--- src/rtl/psds_pkg.sv ---
package psds_pkg;
  localparam int NUM_LANES = 2;

  typedef struct packed {
    logic                 clear;
    logic                 advance;
    logic [NUM_LANES-1:0] capEn;
  } psds_strobe_t;
endpackage

--- src/rtl/psds_capture.sv ---
module psds_capture #(
  parameter int REG_W = 4
) (
  input  logic             clk,
  input  logic             clear,
  input  logic             load,
  input  logic [REG_W-1:0] din,
  output logic [REG_W-1:0] q
);
  always_ff @(posedge clk) begin
    if (clear)     q <= '0;
    else if (load) q <= din;
  end
endmodule

--- src/rtl/psds_ctrl.sv ---
module psds_ctrl
  import psds_pkg::*;
#(
  parameter int PTR_W = 4
) (
  input  logic             rst,
  input  logic             go,
  input  logic [PTR_W-1:0] ptrVal,
  output psds_strobe_t     strobes
);
  // Half-range split: a pointer at or above this value steers capture into lane 1.
  localparam logic [PTR_W-1:0] SPLIT = PTR_W'(1) << (PTR_W - 1);

  logic upperHalf;
  assign upperHalf = (ptrVal >= SPLIT);

  always_comb begin
    strobes.clear    = rst;
    strobes.advance  = go & ~rst;
    strobes.capEn[0] = go & ~rst & ~upperHalf;
    strobes.capEn[1] = go & ~rst &  upperHalf;
  end
endmodule

--- src/rtl/psds_datapath.sv ---
module psds_datapath
  import psds_pkg::*;
#(
  parameter int PTR_W  = 4,
  parameter int DATA_W = 16,
  parameter int REG_W  = 4,
  parameter int A_LSB  = 2,
  parameter int B_LSB  = 6
) (
  input  logic             clk,
  input  psds_strobe_t     strobes,
  output logic [PTR_W-1:0] ptrVal,
  output logic [REG_W-1:0] regA,
  output logic [REG_W-1:0] regB
);
  localparam logic [PTR_W-1:0] PTR_START = '1;

  logic [DATA_W-1:0] dataCnt;
  logic [REG_W-1:0]  laneQ [NUM_LANES];

  always_ff @(posedge clk) begin
    if (strobes.clear)        ptrVal <= PTR_START;
    else if (strobes.advance) ptrVal <= ptrVal - 1'b1;
  end

  always_ff @(posedge clk) begin
    if (strobes.clear)        dataCnt <= '0;
    else if (strobes.advance) dataCnt <= dataCnt + 1'b1;
  end

  for (genvar g = 0; g < NUM_LANES; g++) begin : g_lane
    localparam int LSB = (g == 0) ? A_LSB : B_LSB;
    psds_capture #(.REG_W(REG_W)) u_cap (
      .clk   (clk),
      .clear (strobes.clear),
      .load  (strobes.capEn[g]),
      .din   (dataCnt[LSB +: REG_W]),
      .q     (laneQ[g])
    );
  end

  assign regA = laneQ[0];
  assign regB = laneQ[1];

  p_reset_init_r1: assert property (@(posedge clk)
    $past(strobes.clear) |-> (ptrVal == PTR_START && dataCnt == '0 && regA == '0 && regB == '0));

  p_ptr_step_r2: assert property (@(posedge clk) disable iff (strobes.clear)
    ($past(strobes.advance) && !$past(strobes.clear)) |-> ptrVal == $past(ptrVal) - 1'b1);

  p_data_step_r3: assert property (@(posedge clk) disable iff (strobes.clear)
    ($past(strobes.advance) && !$past(strobes.clear)) |-> dataCnt == $past(dataCnt) + 1'b1);

  p_cap_a_r4: assert property (@(posedge clk) disable iff (strobes.clear)
    ($past(strobes.advance) && !$past(strobes.clear) && !$past(ptrVal[PTR_W-1]))
      |-> (regA == $past(dataCnt[A_LSB +: REG_W]) && $stable(regB)));

  p_cap_b_r5: assert property (@(posedge clk) disable iff (strobes.clear)
    ($past(strobes.advance) && !$past(strobes.clear) && $past(ptrVal[PTR_W-1]))
      |-> (regB == $past(dataCnt[B_LSB +: REG_W]) && $stable(regA)));

  p_idle_hold_r6: assert property (@(posedge clk) disable iff (strobes.clear)
    (!$past(strobes.advance) && !$past(strobes.clear))
      |-> ($stable(ptrVal) && $stable(dataCnt) && $stable(regA) && $stable(regB)));
endmodule

--- src/rtl/psds_top.sv ---
module psds_top
  import psds_pkg::*;
#(
  parameter int PTR_W  = 4,
  parameter int DATA_W = 16,
  parameter int REG_W  = 4,
  parameter int A_LSB  = 2,
  parameter int B_LSB  = 6
) (
  input  logic             clk,
  input  logic             rst,
  input  logic             go,
  output logic [REG_W-1:0] sampleA,
  output logic [REG_W-1:0] sampleB
);
  psds_strobe_t     strobes;
  logic [PTR_W-1:0] ptrVal;

  psds_ctrl #(.PTR_W(PTR_W)) u_ctrl (
    .rst     (rst),
    .go      (go),
    .ptrVal  (ptrVal),
    .strobes (strobes)
  );

  psds_datapath #(
    .PTR_W(PTR_W), .DATA_W(DATA_W), .REG_W(REG_W), .A_LSB(A_LSB), .B_LSB(B_LSB)
  ) u_dp (
    .clk     (clk),
    .strobes (strobes),
    .ptrVal  (ptrVal),
    .regA    (sampleA),
    .regB    (sampleB)
  );
endmodule

--- config.mk ---
export PLATFORM = sky130hd
export DESIGN_NAME = psds_top
export DESIGN_NICKNAME = d
export VERILOG_FILES = /design/src/rtl/psds_pkg.sv /design/src/rtl/psds_capture.sv /design/src/rtl/psds_ctrl.sv /design/src/rtl/psds_datapath.sv /design/src/rtl/psds_top.sv
export SDC_FILE = /design/constraint.sdc
export NUM_CORES = 1
export LEC_CHECK = 0
export BUFFER_PORTS_ARGS = -buffer_cell sky130_fd_sc_hd__clkbuf_2
export CAP_MARGIN = 20
export CORE_MARGIN = 3
export CORE_UTILIZATION = 54
export CTS_CLUSTER_DIAMETER = 80
export CTS_CLUSTER_SIZE = 30
export DETAILED_ROUTE_END_ITERATION = 12
export GPL_TIMING_DRIVEN = 0
export PLACE_DENSITY_LB_ADDON = 0.12
export SLEW_MARGIN = 10
export SYNTH_ARGS = -nofsm -noshare
export SYNTH_HDL_FRONTEND = slang
export SYNTH_HIERARCHICAL = 1
export SYNTH_SLANG_ARGS = --single-unit
--- constraint.sdc ---
create_clock -name clk -period 1.8 [get_ports clk]
set_input_delay 0.36 -clock clk [delete_from_list [all_inputs] [get_ports clk]]
set_output_delay 0.36 -clock clk [all_outputs]
set_load 0.01 [all_outputs]
Word-level counts from Yosys, hierarchy flattened
Index checks and enable logic that the tools add are counted.
- bits in registers: 28
- bits of input ports: 3
- magnitude comparators: 1
- bitwise logic cells: 5
- add/sub/neg operators: 2
- operator list (kind ; count):
    $add 16x1->16 const B ; 1
    $ge 4x4->1 const B ; 1
    $sub 4x1->4 const B ; 1
    $and 1x1->1 ; 3
    $not 1->1 ; 2

Longest topological paths before layout
- word-level depth: 3
- depth in mapped cells: 5
- gate-level depth less buffers: 5

Hierarchy
Netlist, hierarchy kept.
- by module, submodules not included (module ; cells each ; instances ; area an instance (µm²)):
    psds_datapath ; 67 ; 1 ; 618.1
    psds_capture ; 13 ; 2 ; 140.1
    psds_ctrl ; 4 ; 1 ; 35.0

Worst setup path after synthesis
No wires, ideal clock.
- kind: input -> register
- start: in go
- end: reg u_dp.dataCnt[8]
- arrival: 1.409 ns
- cell stages on the path: 4
- path buffers: 0
- slack: 0.320 ns
- path through: nor2b_1 > nand4_4 > or4_1 > a21oi_1
- word-level cells in the longest chain between the ends: 1
- ends and longest elaborated chain (what ; line ; text):
    from (decl) ; psds_top.sv:12 ; input logic go,
    $and 1x1->1 ; psds_ctrl.sv:19 ; strobes.advance = go & ~rst;
    to (signal assigned) ; psds_datapath.sv:28 ; else if (strobes.advance) dataCnt <= dataCnt + 1'b1;
    to (decl) ; psds_datapath.sv:18 ; logic [DATA_W-1:0] dataCnt;
No other way between the ends.
A chain may end at the register's enable or synchronous reset.

==> summary.txt <==
Setup path
  • Crit-path slowest cell: or4_1
  • CP Depth: 5
  • CP max FO: 8
  • Worst EP arrival: 1.71 ns
  • R2R depth: 4
  • Class of the most critical setup path: primary input to flip-flop
  • Crit. End Element: flip-flop
  • WP data required: 2.03 ns
  • Critical Path Source Type: primary input
  • Crit-path leading delay family: simple AND/OR/NAND/NOR gates
  • CP Cell Sequence: clkbuf_2 > nor2b_1 > nand4_4 > or4_1 > a21oi_1
  • CP bufs+invs: 1
  • Max incr delay on CP: 0.54 ns

Synthesis
  • Avg Cell Area, Syn: 9.62 um^2
  • Syn Inst Count: 97
  • Post-synth EDFFs: 0
  • Ys Warns: 6
  • Async SR Flop Fraction: 0%
  • Post-Syn Area: 933 um^2
  • Yosys reg bits: 22
  • Syn Nets: 102
  • Synth cell types: 27
  • Sequential share of the synthesized area: 47.2%
  • Synth Flop Type: dfxtp_1

CTS
  • CTS tree: done
  • H-tree depth: 1
  • Hold-fix buffers, CTS: 0
  • Postcts setup bufs: 0
  • CTS Buffer Depth: 2
  • Clock transition at path regs: 0.12 ns
  • Total CTS buffers: 3
  • CTS resizes: 0
  • CTS Sinks: 22
  • CTS root buffer: clkbuf_4
  • Worst-skew pair later-pin latency: 0.30 ns

GRT
  • First-pass GRT wire length: 2660 um
  • Vias in the first global route: 603
  • Initial antenna violation count: 0
  • Pin count of the biggest net entering global routing: 14
  • Grt total ovfl: 0
  • Overall routing resource usage: 17.3%

Placed design
  • Placement Cell Area: 0.00100 mm^2
  • Post-place setup slack: 0.0206 ns
  • IO buf count: 10
  • Hpwl dp: 1230 um
  • Placed cell count: 123
  • Routability congestion estimate: 0.715

STA
  • Clock skew: 0.00417 ns
  • WHS: 0.461 ns
  • Setup tns final: 0 ns
  • Post-route clock period utilization: 82.2%
  • Final worst path period need: 1.48 ns
  • Worst-Margin Slew: 0.462 ns
  • Final hold violation count: 0
  • Max-slew headroom: 69.2%
  • F_max: 0.676 GHz
  • Worst Slack Setup Final: 0.320 ns
  • Slew Limit Fails: 0
  • RSZ-0062 raised after global routing: false
  • Setup violators final: 0

Floorplanning
  • FP Rows: 14
  • Die Footprint: 0.00226 mm^2
  • DIE WIDTH: 47.6 um
  • Die height: 47.6 um
  • Initial Util: 59.9%
  • Core outline area: 0.00156 mm^2
  • Top Ports: 11

Final layout
  • Syn-to-layout area delta: 11.4%
  • Final nets: 117
  • Fin cells: 127
  • Final core occ: 66.7%
  • Antenna cell count: 0
  • Layout cell share with drive strength beyond 1: 18.0%
  • Final Cell Area: 0.00104 mm^2

Routing
  • Final wirelength: 1720 um
  • Routed Antenna Nets: 0
  • Routed len/inst: 13.5 um
  • Initial DRT Pass Iterations: 4
  • Drt drc: 0
  • Vias: 723
  • Vias per cell: 5.69
  • 1st-iter DRT viols: 31

Run
  • Max Cap Violations: 0

Power
  • Power per cell area: 779 mW/mm^2
  • Total power draw: 0.810 mW
  • VDD IR-drop max: 0.489 mV
  • Leak pwr: 0.422 nW

Run status
  • Status: finished clean

Min path
  • Tightest Hold Check Type: primary input to flip-flop
  • Hold-critical path depth: 3
## registers in the layout (all words and copies together), names as in the netlist
signal / count
u_dp/ptrVal: 4
u_dp/dataCnt: 10
u_dp/g_lane.u_cap/q: 8
## final timing paths
path / start / endpoint / slack (ns)
max: rst / u_dp/dataCnt[9]$_SDFFE_PP0P_ / 0.32
min: rst / u_dp/g_lane[0].u_cap/q[1]$_SDFFE_PP0P_ / 0.46
max reg2reg: u_dp/dataCnt[2]$_SDFFE_PP0P_ / u_dp/dataCnt[9]$_SDFFE_PP0P_ / 0.34
min reg2reg: u_dp/g_lane[1].u_cap/q[2]$_SDFFE_PP0P_ / u_dp/g_lane[1].u_cap/q[2]$_SDFFE_PP0P_ / 0.50
## power by group
part           switching (mW)  internal, mW
combinational          0.0238        0.0189
sequential            0.00739         0.493
clock                   0.144         0.123
total                   0.175         0.635
## worst min-delay path, delay by kind of cell
| family | cells | cell delay, ns |
|---|---|---|
| AND/OR/NAND/NOR | 1 | 0.06 |
| buffers and inverters | 2 | 0.31 |
## Yosys cell counts (2+ instances only)
cell type  instances  area (um^2)
dfxtp_1           22          440
nor2_1            13         48.8
mux2i_1            9         90.1
a21oi_1            6         30.0
nand2_1            4         15.0
nand4_1            4         25.0
o21ai_0            4         20.0
nand2b_1           3         18.8
or3_1              3         18.8
xnor2_1            3         26.3
xor2_1             3         26.3
clkbuf_1           2         7.51
clkbuf_2           2         10.0
ha_1               2         25.0
inv_1              2         7.51
nand3_1            2         10.0
o31ai_1            2         15.0
or4_1              2         15.0
## cell families (layout without fill, tap and decap cells)
logic type,after synthesis,after routing,share of synthesized area (%)
and+or+nand+nor,37,37,23.1
adders and majority gates,2,2,2.68
muxes,9,9,9.65
buffers and inverters,8,22,4.02
xor gates and xnor gates,6,6,5.63
AOI/OAI and AO/OA,13,13,7.77
DFF,22,22,47.2
## cells in the final DEF (no fill, tap or decap), drive strengths merged, types with 2 or more instances in the layout
cell and n:
a21oi 6, buf 2, clkbuf 18, dfxtp 22, ha 2, inv 2, mux2i 9, nand2 4
nand2b 3, nand3 2, nand4 5, nor2 13, o21ai 4, o31ai 2, or3 3, or4 2
xnor2 3, xor2 3
## final cells by class
cell class / count / area [um^2]
fill: 138 / 519
multi-input combinational: 67 / 455
sequential: 22 / 440
timing repair buffer: 10 / 50.0
clock buffer: 4 / 36.3
buffer: 6 / 30.0
tap: 16 / 20.0
inverter: 2 / 7.51
## layer usage
metal	share of wire (%)	vias to the layer above	track usage, %
li1	-	365	-
met1	49	333	22.1
met2	45	23	27.0
met3	5.2	2	4.51
met4	0.93	0	8.06
met5	0	-	0
(Power assumes the default switching activity.)
